==> config.mk <==
export PLATFORM = sky130hd
export DESIGN_NAME = lldma_engine
export DESIGN_NICKNAME = d
export VERILOG_FILES = /design/src/rtl/lldma_pkg.sv /design/src/rtl/lldma_order.sv /design/src/rtl/lldma_desc_regs.sv /design/src/rtl/lldma_seq.sv /design/src/rtl/lldma_engine.sv
export SDC_FILE = /design/constraint.sdc
export NUM_CORES = 1
export LEC_CHECK = 0
export ABC_AREA = 0
export ABC_CLOCK_PERIOD_IN_PS = 6380
export BUFFER_PORTS_ARGS = -buffer_cell sky130_fd_sc_hd__buf_2
export CAP_MARGIN = 20
export CORE_ASPECT_RATIO = 0.6
export CORE_MARGIN = 10
export CORE_UTILIZATION = 55
export DETAILED_ROUTE_END_ITERATION = 8
export PLACE_DENSITY = 0.79
export SLEW_MARGIN = 20
export SYNTH_ARGS = -nofsm -noshare
export SYNTH_HDL_FRONTEND = slang
export SYNTH_SLANG_ARGS = --single-unit
==> constraint.sdc <==
create_clock -name clk -period 6.38 [get_ports clk]
set_clock_uncertainty 0.2 [all_clocks]
set_input_delay 0.638 -clock clk [delete_from_list [all_inputs] [get_ports clk]]
set_output_delay 0.638 -clock clk [all_outputs]
set_load 0.01 [all_outputs]
==> src/rtl/lldma_pkg.sv <==
package lldma_pkg;
  localparam int WORD_W      = 32;
  localparam int ADDR_W      = 2 * WORD_W;
  localparam int WORD_BYTES  = WORD_W / 8;
  localparam int FETCH_WORDS = 10;
  localparam int STAT_IDX    = 7;
  localparam int NEXT_OK_BIT = 0;
  localparam int IRQ_EN_BIT  = 1;
  localparam int DIR_BIT     = 12;
  localparam int ORD_WIDE_BIT = 0;
  localparam int ORD_GO_BIT   = 3;
  localparam int ORD_HALT_BIT = 4;
  localparam int ORD_ALIGN    = 5;
  localparam logic [WORD_W-1:0] DONE_MARK = WORD_W'(1);

  // word i of a fetched descriptor lands at bits [i*WORD_W +: WORD_W]
  typedef struct packed {
    logic [WORD_W-1:0] mem_hi;
    logic [WORD_W-1:0] nxt_hi;
    logic [WORD_W-1:0] stat;
    logic [WORD_W-1:0] cmd;
    logic [WORD_W-1:0] times;
    logic [WORD_W-1:0] step;
    logic [WORD_W-1:0] len;
    logic [WORD_W-1:0] dev_a;
    logic [WORD_W-1:0] mem_lo;
    logic [WORD_W-1:0] nxt_lo;
  } desc_t;

  typedef enum logic [2:0] {
    S_IDLE, S_FETCH, S_CHECK, S_WAITP, S_SRC, S_DST, S_STAT
  } seq_state_t;

  function automatic logic [ADDR_W-1:0] join_addr(input logic wide,
                                                  input logic [WORD_W-1:0] hi,
                                                  input logic [WORD_W-1:0] lo);
    return wide ? {hi, lo} : {{(ADDR_W-WORD_W){1'b0}}, lo};
  endfunction

  function automatic logic [ADDR_W-1:0] word_addr(input logic [ADDR_W-1:0] base,
                                                  input logic [7:0] idx);
    return base + ADDR_W'(idx) * ADDR_W'(WORD_BYTES);
  endfunction

  // address of the first word of the following block
  function automatic logic [ADDR_W-1:0] next_block(input logic [ADDR_W-1:0] last_ptr,
                                                   input logic [WORD_W-1:0] gap);
    return last_ptr + ADDR_W'(WORD_BYTES) + ADDR_W'(gap);
  endfunction
endpackage

==> src/rtl/lldma_order.sv <==
module lldma_order
  import lldma_pkg::*;
(
  input  logic              clk,
  input  logic              rst_n,
  input  logic              ord_we,
  input  logic [ADDR_W-1:0] ord_wdata,
  input  logic              busy,
  output logic              go_new,
  output logic [ADDR_W-1:0] first_desc,
  output logic              halted,
  output logic              wide
);
  logic go_bit, halt_bit;
  logic unused_ord;

  assign go_bit     = ord_wdata[ORD_GO_BIT];
  assign halt_bit   = ord_wdata[ORD_HALT_BIT];
  assign go_new     = ord_we && go_bit && !halt_bit && !busy;
  assign first_desc = join_addr(ord_wdata[ORD_WIDE_BIT], ord_wdata[ADDR_W-1:WORD_W],
                                {ord_wdata[WORD_W-1:ORD_ALIGN], {ORD_ALIGN{1'b0}}});
  assign unused_ord = ^ord_wdata[ORD_GO_BIT-1:ORD_WIDE_BIT+1];

  always_ff @(posedge clk or negedge rst_n) begin
    if (!rst_n) begin
      halted <= 1'b0;
      wide   <= 1'b0;
    end else begin
      if (ord_we && halt_bit)    halted <= 1'b1;
      else if (ord_we && go_bit) halted <= 1'b0;
      if (go_new) wide <= ord_wdata[ORD_WIDE_BIT];
    end
  end

  a_r8_stop_halts: assert property (@(posedge clk) disable iff (!rst_n)
    ord_we && halt_bit |=> halted);
  a_r8_go_releases: assert property (@(posedge clk) disable iff (!rst_n)
    ord_we && go_bit && !halt_bit |=> !halted);
endmodule

==> src/rtl/lldma_desc_regs.sv <==
module lldma_desc_regs
  import lldma_pkg::*;
#(
  parameter int NWORDS = FETCH_WORDS,
  localparam int IDX_W = $clog2(NWORDS)
) (
  input  logic              clk,
  input  logic              rst_n,
  input  logic              cap_en,
  input  logic [IDX_W-1:0]  cap_idx,
  input  logic [WORD_W-1:0] cap_data,
  output desc_t             desc
);
  logic [WORD_W-1:0]        words [NWORDS];
  logic [NWORDS*WORD_W-1:0] flat;

  always_ff @(posedge clk or negedge rst_n) begin
    if (!rst_n) begin
      for (int i = 0; i < NWORDS; i++) words[i] <= '0;
    end else if (cap_en) begin
      for (int i = 0; i < NWORDS; i++)
        if (cap_idx == IDX_W'(i)) words[i] <= cap_data;
    end
  end

  for (genvar g = 0; g < NWORDS; g++) begin : g_pack
    assign flat[g*WORD_W +: WORD_W] = words[g];
  end

  assign desc = desc_t'(flat);
endmodule

==> src/rtl/lldma_seq.sv <==
module lldma_seq
  import lldma_pkg::*;
#(
  parameter int CNT_W = WORD_W,
  localparam int IDX_W = $clog2(FETCH_WORDS)
) (
  input  logic              clk,
  input  logic              rst_n,
  input  logic              go_new,
  input  logic [ADDR_W-1:0] first_desc,
  input  logic              halted,
  input  logic              wide,
  input  desc_t             desc,
  output logic              cap_en,
  output logic [IDX_W-1:0]  cap_idx,
  input  logic              per_req,
  output logic              mem_req,
  output logic              mem_we,
  output logic [ADDR_W-1:0] mem_addr,
  output logic [WORD_W-1:0] mem_wdata,
  input  logic              mem_rvalid,
  input  logic [WORD_W-1:0] mem_rdata,
  input  logic              mem_rerr,
  output logic              dev_req,
  output logic              dev_we,
  output logic [WORD_W-1:0] dev_addr,
  output logic [WORD_W-1:0] dev_wdata,
  input  logic              dev_ack,
  input  logic [WORD_W-1:0] dev_rdata,
  output logic              irq,
  output logic              busy,
  output logic              err
);
  localparam logic [IDX_W-1:0] LAST_IDX = IDX_W'(FETCH_WORDS - 1);

  seq_state_t        state;
  logic [IDX_W-1:0]  fidx;
  logic [CNT_W-1:0]  wcnt, bcnt;
  logic [ADDR_W-1:0] mptr, cur_desc;
  logic [WORD_W-1:0] data_q;
  logic req_m, req_d, irq_q, err_q;

  // named events used by the sequencer and the assertions
  logic to_dev, need_mem, need_dev, mem_done, mem_fail, mem_ok, dev_ok;
  logic last_word, last_block, empty_desc, unused_desc;

  assign to_dev     = desc.cmd[DIR_BIT];
  assign need_mem   = (state == S_FETCH) || (state == S_STAT) ||
                      (state == S_SRC && to_dev) || (state == S_DST && !to_dev);
  assign need_dev   = (state == S_SRC && !to_dev) || (state == S_DST && to_dev);
  assign mem_done   = req_m && mem_rvalid;
  assign mem_fail   = mem_done && mem_rerr;
  assign mem_ok     = mem_done && !mem_rerr;
  assign dev_ok     = req_d && dev_ack;
  assign last_word  = (wcnt == desc.len - 1'b1);
  assign last_block = (bcnt == desc.times - 1'b1);
  assign empty_desc = (desc.len == '0) || (desc.times == '0);
  assign unused_desc = ^desc.stat;

  assign cap_en  = mem_ok && (state == S_FETCH);
  assign cap_idx = fidx;

  always_comb begin
    mem_addr  = mptr;
    mem_we    = 1'b0;
    mem_wdata = data_q;
    case (state)
      S_FETCH: mem_addr = word_addr(cur_desc, 8'(fidx));
      S_STAT: begin
        mem_addr  = word_addr(cur_desc, 8'(STAT_IDX));
        mem_we    = 1'b1;
        mem_wdata = DONE_MARK;
      end
      S_DST:   mem_we = !to_dev;
      default: ;
    endcase
  end

  assign mem_req   = req_m;
  assign dev_req   = req_d;
  assign dev_we    = (state == S_DST);
  assign dev_addr  = desc.dev_a;
  assign dev_wdata = data_q;
  assign irq       = irq_q;
  assign err       = err_q;
  assign busy      = (state != S_IDLE);

  always_ff @(posedge clk or negedge rst_n) begin
    if (!rst_n) begin
      state <= S_IDLE; fidx <= '0; wcnt <= '0; bcnt <= '0;
      mptr <= '0; cur_desc <= '0; data_q <= '0;
      req_m <= 1'b0; req_d <= 1'b0; irq_q <= 1'b0; err_q <= 1'b0;
    end else begin
      irq_q <= 1'b0;
      if (mem_done)                          req_m <= 1'b0;
      else if (!req_m && need_mem && !halted) req_m <= 1'b1;
      if (dev_ok)                            req_d <= 1'b0;
      else if (!req_d && need_dev && !halted) req_d <= 1'b1;

      if (mem_fail) begin
        state <= S_IDLE;
        err_q <= 1'b1;
        irq_q <= 1'b1;
      end else begin
        case (state)
          S_IDLE: if (go_new) begin
            cur_desc <= first_desc;
            fidx     <= '0;
            err_q    <= 1'b0;
            state    <= S_FETCH;
          end
          S_FETCH: if (mem_ok) begin
            fidx <= fidx + 1'b1;
            if (fidx == LAST_IDX) state <= S_CHECK;
          end
          S_CHECK: begin
            mptr  <= join_addr(wide, desc.mem_hi, desc.mem_lo);
            wcnt  <= '0;
            bcnt  <= '0;
            state <= empty_desc ? S_STAT : S_WAITP;
          end
          S_WAITP: if (per_req && !halted) state <= S_SRC;
          S_SRC: if (mem_ok || dev_ok) begin
            data_q <= to_dev ? mem_rdata : dev_rdata;
            state  <= S_DST;
          end
          S_DST: if (mem_ok || dev_ok) begin
            if (last_word) begin
              wcnt  <= '0;
              bcnt  <= bcnt + 1'b1;
              mptr  <= next_block(mptr, desc.step);
              state <= last_block ? S_STAT : S_WAITP;
            end else begin
              wcnt  <= wcnt + 1'b1;
              mptr  <= mptr + ADDR_W'(WORD_BYTES);
              state <= S_SRC;
            end
          end
          S_STAT: if (mem_ok) begin
            irq_q <= desc.cmd[IRQ_EN_BIT];
            if (desc.nxt_lo[NEXT_OK_BIT]) begin
              cur_desc <= join_addr(wide, desc.nxt_hi, {desc.nxt_lo[WORD_W-1:1], 1'b0});
              fidx     <= '0;
              state    <= S_FETCH;
            end else begin
              state <= S_IDLE;
            end
          end
          default: state <= S_IDLE;
        endcase
      end
    end
  end

  a_r5_irq_pulse: assert property (@(posedge clk) disable iff (!rst_n)
    irq_q |=> !irq_q);
  a_r3_one_port: assert property (@(posedge clk) disable iff (!rst_n)
    !(req_m && req_d));
  a_r8_mem_hold: assert property (@(posedge clk) disable iff (!rst_n)
    req_m && !mem_rvalid |=> req_m && $stable(mem_addr) && $stable(mem_we));
  a_r10_fault_ends: assert property (@(posedge clk) disable iff (!rst_n)
    mem_fail |=> (state == S_IDLE) && err_q && irq_q);
  a_r11_wait_peripheral: assert property (@(posedge clk) disable iff (!rst_n)
    (state == S_WAITP) && !per_req |=> (state == S_WAITP));
  a_r5_done_then_fetch: assert property (@(posedge clk) disable iff (!rst_n)
    (state == S_STAT) && mem_ok && desc.nxt_lo[NEXT_OK_BIT] |=> (state == S_FETCH) && (fidx == '0));
endmodule

==> src/rtl/lldma_engine.sv <==
module lldma_engine
  import lldma_pkg::*;
(
  input  logic              clk,
  input  logic              rst_n,
  input  logic              ord_we,
  input  logic [ADDR_W-1:0] ord_wdata,
  input  logic              per_req,
  output logic              mem_req,
  output logic              mem_we,
  output logic [ADDR_W-1:0] mem_addr,
  output logic [WORD_W-1:0] mem_wdata,
  input  logic              mem_rvalid,
  input  logic [WORD_W-1:0] mem_rdata,
  input  logic              mem_rerr,
  output logic              dev_req,
  output logic              dev_we,
  output logic [WORD_W-1:0] dev_addr,
  output logic [WORD_W-1:0] dev_wdata,
  input  logic              dev_ack,
  input  logic [WORD_W-1:0] dev_rdata,
  output logic              irq,
  output logic              busy,
  output logic              err
);
  localparam int IDX_W = $clog2(FETCH_WORDS);

  logic              go_new, halted, wide, cap_en;
  logic [ADDR_W-1:0] first_desc;
  logic [IDX_W-1:0]  cap_idx;
  desc_t             desc;

  lldma_order u_order (
    .clk(clk), .rst_n(rst_n), .ord_we(ord_we), .ord_wdata(ord_wdata), .busy(busy),
    .go_new(go_new), .first_desc(first_desc), .halted(halted), .wide(wide)
  );

  lldma_desc_regs #(.NWORDS(FETCH_WORDS)) u_desc (
    .clk(clk), .rst_n(rst_n), .cap_en(cap_en), .cap_idx(cap_idx),
    .cap_data(mem_rdata), .desc(desc)
  );

  lldma_seq #(.CNT_W(WORD_W)) u_seq (
    .clk(clk), .rst_n(rst_n), .go_new(go_new), .first_desc(first_desc),
    .halted(halted), .wide(wide), .desc(desc), .cap_en(cap_en), .cap_idx(cap_idx),
    .per_req(per_req),
    .mem_req(mem_req), .mem_we(mem_we), .mem_addr(mem_addr), .mem_wdata(mem_wdata),
    .mem_rvalid(mem_rvalid), .mem_rdata(mem_rdata), .mem_rerr(mem_rerr),
    .dev_req(dev_req), .dev_we(dev_we), .dev_addr(dev_addr), .dev_wdata(dev_wdata),
    .dev_ack(dev_ack), .dev_rdata(dev_rdata),
    .irq(irq), .busy(busy), .err(err)
  );

  a_r1_quiet_when_idle: assert property (@(posedge clk) disable iff (!rst_n)
    !busy |-> !mem_req && !dev_req);
endmodule

==> results <==
- Once the clock tree was built, the setup fixing pass inserted 0 buffers.
- TritonCTS built the clock tree.
- The flow ran to the end, and the final reports show no timing, DRC or antenna violations.
- The average instance in the mapped netlist occupies 9.314 um^2.
- At the later pin of the worst-skew pair, clock insertion delay measures 0.59 ns.
- The die width is 320.5 um.
- By area the synthesized netlist is led by sky130_fd_sc_hd__dfrtp_1 (41%), sky130_fd_sc_hd__mux2_2 (9.8%), sky130_fd_sc_hd__xnor2_1 (4.4%).
- The count of H-tree levels built during CTS is 2.
- The kind of start point of the critical path is a flop.
- The I/O pin count is 302.
- Global routing used 30.64% of the available tracks across all layers.
- The area share of the largest cell type after synthesis is 41.49%.
- Counting every sink on the clock net gives 494.
- Setup violations remaining at the end of the flow were counted as 0.
- The total placed instance area is 31630 um^2.
- The initial antenna violation count came to 9.
- The tightest hold margin is 0.09461 ns.
- The clock edge transition at the registers on the reported setup and hold paths is 0.07 ns.
- The number of pins with negative max-slew slack in the final report is 0.
- Counting distinct cell types in the post-synthesis netlist gives 85.
- Dividing the detail-routed via count by the number of cells gives 6.389.
- The max-cap check violation count is 0.
- The maximum number of pins on one net before global-route repair is 122.
- The mapped netlist covers 29790 um^2.
- The post-synthesis cell count is 3199.
- The capture instance of the worst register-to-register path is u_seq.mptr[38].
- The wire length per cell after detailed routing is 24.65 um.
- The worst slack at placement is 0.9932 ns.
- For this block, the initial DRC count from the detailed router was 3313.
- The total length of routed wires is 101500 um.
- The synthesized design contains 494 register bits.
- The count of instances resized after the clock tree is built is 0.
- The setup check on the worst reg-to-reg path leaves a slack of 0.77 ns.
- For this run the aggregate overflow at the end of global routing stands at 0.
- Timing would allow up to 172.4 MHz.
- Summed over all nets, the half-perimeter wirelength after detailed placement is 71320 um.
- The dominant cell type by area after synthesis is sky130_fd_sc_hd__dfrtp_1.
- The number of cells on the worst reg-to-reg path is 16.
- During synthesis, Yosys emitted a total of 0 warnings.
- The vias after detailed routing is 26320.
- Among all flip-flop cells after synthesis, the most frequent one is sky130_fd_sc_hd__dfrtp_1.
- The register area share after synthesis is 41.49%.
- The arrival time of data at the critical path endpoint is 4.96 ns.
- The number of flops mapped to enable cells by yosys is 0.
- The worst setup margin is 0.5792 ns.
- Leaving out fill and tap cells, the most frequent cells in the layout are sky130_fd_sc_hd__dfrtp_1 (493), sky130_fd_sc_hd__nand2_1 (298), sky130_fd_sc_hd__buf_2 (298), sky130_fd_sc_hd__nor2_1 (276), sky130_fd_sc_hd__mux2_2 (259).
- The post-route antenna net violation count is 0.
- For this design the static power due to leakage is 15.35 nW.
- In this run the critical register-to-register path is launched from u_seq.mptr[2].
- The first global-routing pass estimated 154900 um of wire.
- The maximum ir drop on the vdd rail is 0.2724 mV.
- The floorplan has 65 rows.
- The minimum clock period is 5.801 ns.
- From synthesis to final layout, the design area changed by 11.58%.
- The power density relative to cell area is 346.2 nW/um^2.
- The clock passes through at most 3 buffers.
- For the pin with the worst max-slew slack, the measured transition is 1.119 ns.
- The final routed DRC violation total is 0.
- The maximum fanout along the worst path is 11.
- The congestion estimate from routability-driven global placement came to 0.9872.
- Power comes to 11.51 mW.
- The path with the worst hold slack has its endpoint at u_order.halted.
- The count of input and output buffers is 299.
- The net count of the mapped netlist is 3381.
- The floorplan step defined a die boundary enclosing 64190 um^2.
- The clock tree root driver cell is sky130_fd_sc_hd__clkbuf_16.
- The worst setup path is of the flop to output pin kind.
- The data required time of the critical path is 5.54 ns.
- The source of the worst hold timing path is ord_we.
- The number of detailed-route iterations in the first pass is 7.
- The hold violation total from the final report came to 0.
- The sort of element at the end of the critical path is an output pin.
- The post-route netlist has 21.52% of its cells at a drive strength greater than 1.
- Setup repair after global routing left no endpoint under its margin.
- In this run the standard cell core region covers 53030 um^2.
- The headroom to the max-slew limit is 25.21%.
- Clock tree synthesis inserted a total of 46 buffers.
- The design area is 33250 um^2.
- The summed negative setup slack over all endpoints is 0 ns.
- For this run, the post-layout net count is 3555.
- The path class of the tightest hold or removal check is input pin to flop.
- The initial core utilization is 56.19%.
- The worst hold path passes through 2 cells.
- The via count of the first global-routing pass is 25090.
- Counting flops with an async set or reset pin after synthesis yields a share of 100.0%.
- The vertical die dimension is 200.3 um.
- The most frequent standard cell in the layout excluding fill and tap cells is sky130_fd_sc_hd__dfrtp_1.
- The share of the cycle needed by the critical path after routing is 90.92%.
==> sequential cells by signal, indices dropped and copies added, names as in the netlist <==
register / count
u_desc.desc: 258
u_seq.mptr: 64
u_seq.cur_desc: 63
u_seq.bcnt: 32
u_seq.dev_wdata: 32
u_seq.wcnt: 32
u_seq.cap_idx: 4
u_seq.state: 3
u_order.halted: 1
u_order.wide: 1
u_seq.dev_req: 1
u_seq.err: 1
u_seq.irq: 1
u_seq.mem_req: 1
==> worst max-delay path, stage by stage, from the launching register on <==
cell                       delay [ns]
sky130_fd_sc_hd__dfrtp_1         0.60
sky130_fd_sc_hd__inv_1           0.23
sky130_fd_sc_hd__nand3_2         0.18
sky130_fd_sc_hd__nand2_1         0.12
sky130_fd_sc_hd__ha_1            0.29
sky130_fd_sc_hd__a21o_1          0.11
sky130_fd_sc_hd__a21oi_1         0.09
sky130_fd_sc_hd__o21bai_1        0.66
sky130_fd_sc_hd__and3_1          0.37
sky130_fd_sc_hd__nand2b_1        0.17
sky130_fd_sc_hd__nor2_1          0.42
sky130_fd_sc_hd__and2_1          0.50
sky130_fd_sc_hd__nand3_1         0.15
sky130_fd_sc_hd__xor2_1          0.16
sky130_fd_sc_hd__a21oi_1         0.16
sky130_fd_sc_hd__buf_2           0.16
==> worst max path at each step <==
stage	startpoint	endpoint	slack (ns)	depth (start not counted)
floorplan	u_seq.mptr[4]	u_seq.mptr[51]	1.48	18
global placement	u_seq.mptr[4]	u_seq.mptr[38]	1.08	16
detailed placement	u_seq.mptr[2]	u_seq.mptr[38]	0.99	16
CTS	u_seq.state[0]	mem_addr[51]	0.71	15
global route	u_seq.state[0]	mem_addr[59]	0.45	15
finish	u_seq.state[0]	mem_addr[59]	0.58	15
==> metrics by stage <==
stage          std cells  utilization [%]
2_1_floorplan       3199                -
3_3_place_gp        4027            59.66
3_5_place_dp        4027            59.66
4_1_cts             4113            62.67
5_1_grt             4114            62.67
6_report            4119            62.70
==> what timing repair did <==
action / 4_1_cts / 5_1_grt
setup endpoints to repair: 0 / 0
endpoints found under the hold margin: 55 / 0
hold buffers: 1 / 0
==> where the power goes <==
group	switching (mW)	leakage, nW	internal, mW
combinational	2.67	7.91	1.50
sequential	0.703	6.65	3.65
clock	1.30	0.788	1.68
total	4.67	15.3	6.84
==> logic make-up after synthesis <==
| logic type | Yosys count | synth area share (%) |
|---|---|---|
| adders and majority gates | 47 | 2.024 |
| AOI/OAI and AO/OA | 624 | 12.80 |
| xor gates and xnor gates | 265 | 7.790 |
| buffers and inverters | 266 | 3.880 |
| muxes | 345 | 12.68 |
| and+or+nand+nor | 1158 | 19.34 |
| DFF | 494 | 41.49 |
==> layout make-up <==
type	count	area [um^2]
inverters	41	153.9
multi-input cells	2439	16340
fillers	4433	19780
clock buffers	65	1344
clock inverters	20	242.7
repair buffers	351	1912
diodes	6	15.01
flip-flops and latches	494	12360
well taps	703	879.6
==> cell usage after synthesis (38+ instances only) <==
cell type                  count
sky130_fd_sc_hd__a21oi_1     168
sky130_fd_sc_hd__a22oi_1      38
sky130_fd_sc_hd__and2_1       48
sky130_fd_sc_hd__and3_1       62
sky130_fd_sc_hd__clkbuf_1    145
sky130_fd_sc_hd__dfrtp_1     494
sky130_fd_sc_hd__ha_1         45
sky130_fd_sc_hd__inv_1        40
sky130_fd_sc_hd__mux2_2      259
sky130_fd_sc_hd__mux2i_1      86
sky130_fd_sc_hd__nand2_1     299
sky130_fd_sc_hd__nand3_1     141
sky130_fd_sc_hd__nand4_1      65
sky130_fd_sc_hd__nor2_1      278
sky130_fd_sc_hd__nor3_1       68
sky130_fd_sc_hd__o21ai_0     214
sky130_fd_sc_hd__or3_1        38
sky130_fd_sc_hd__xnor2_1     150
sky130_fd_sc_hd__xor2_1      115
==> routing by layer <==
metal	track usage (%)	vias up	share of wire [%]
met3	11.03	188	13
li1	-	11790	-
met5	0	-	0
met1	43.96	12920	44
met4	8.941	0	3.3
met2	42.48	1428	40
No activity file was read; power rests on OpenSTA's default activity.
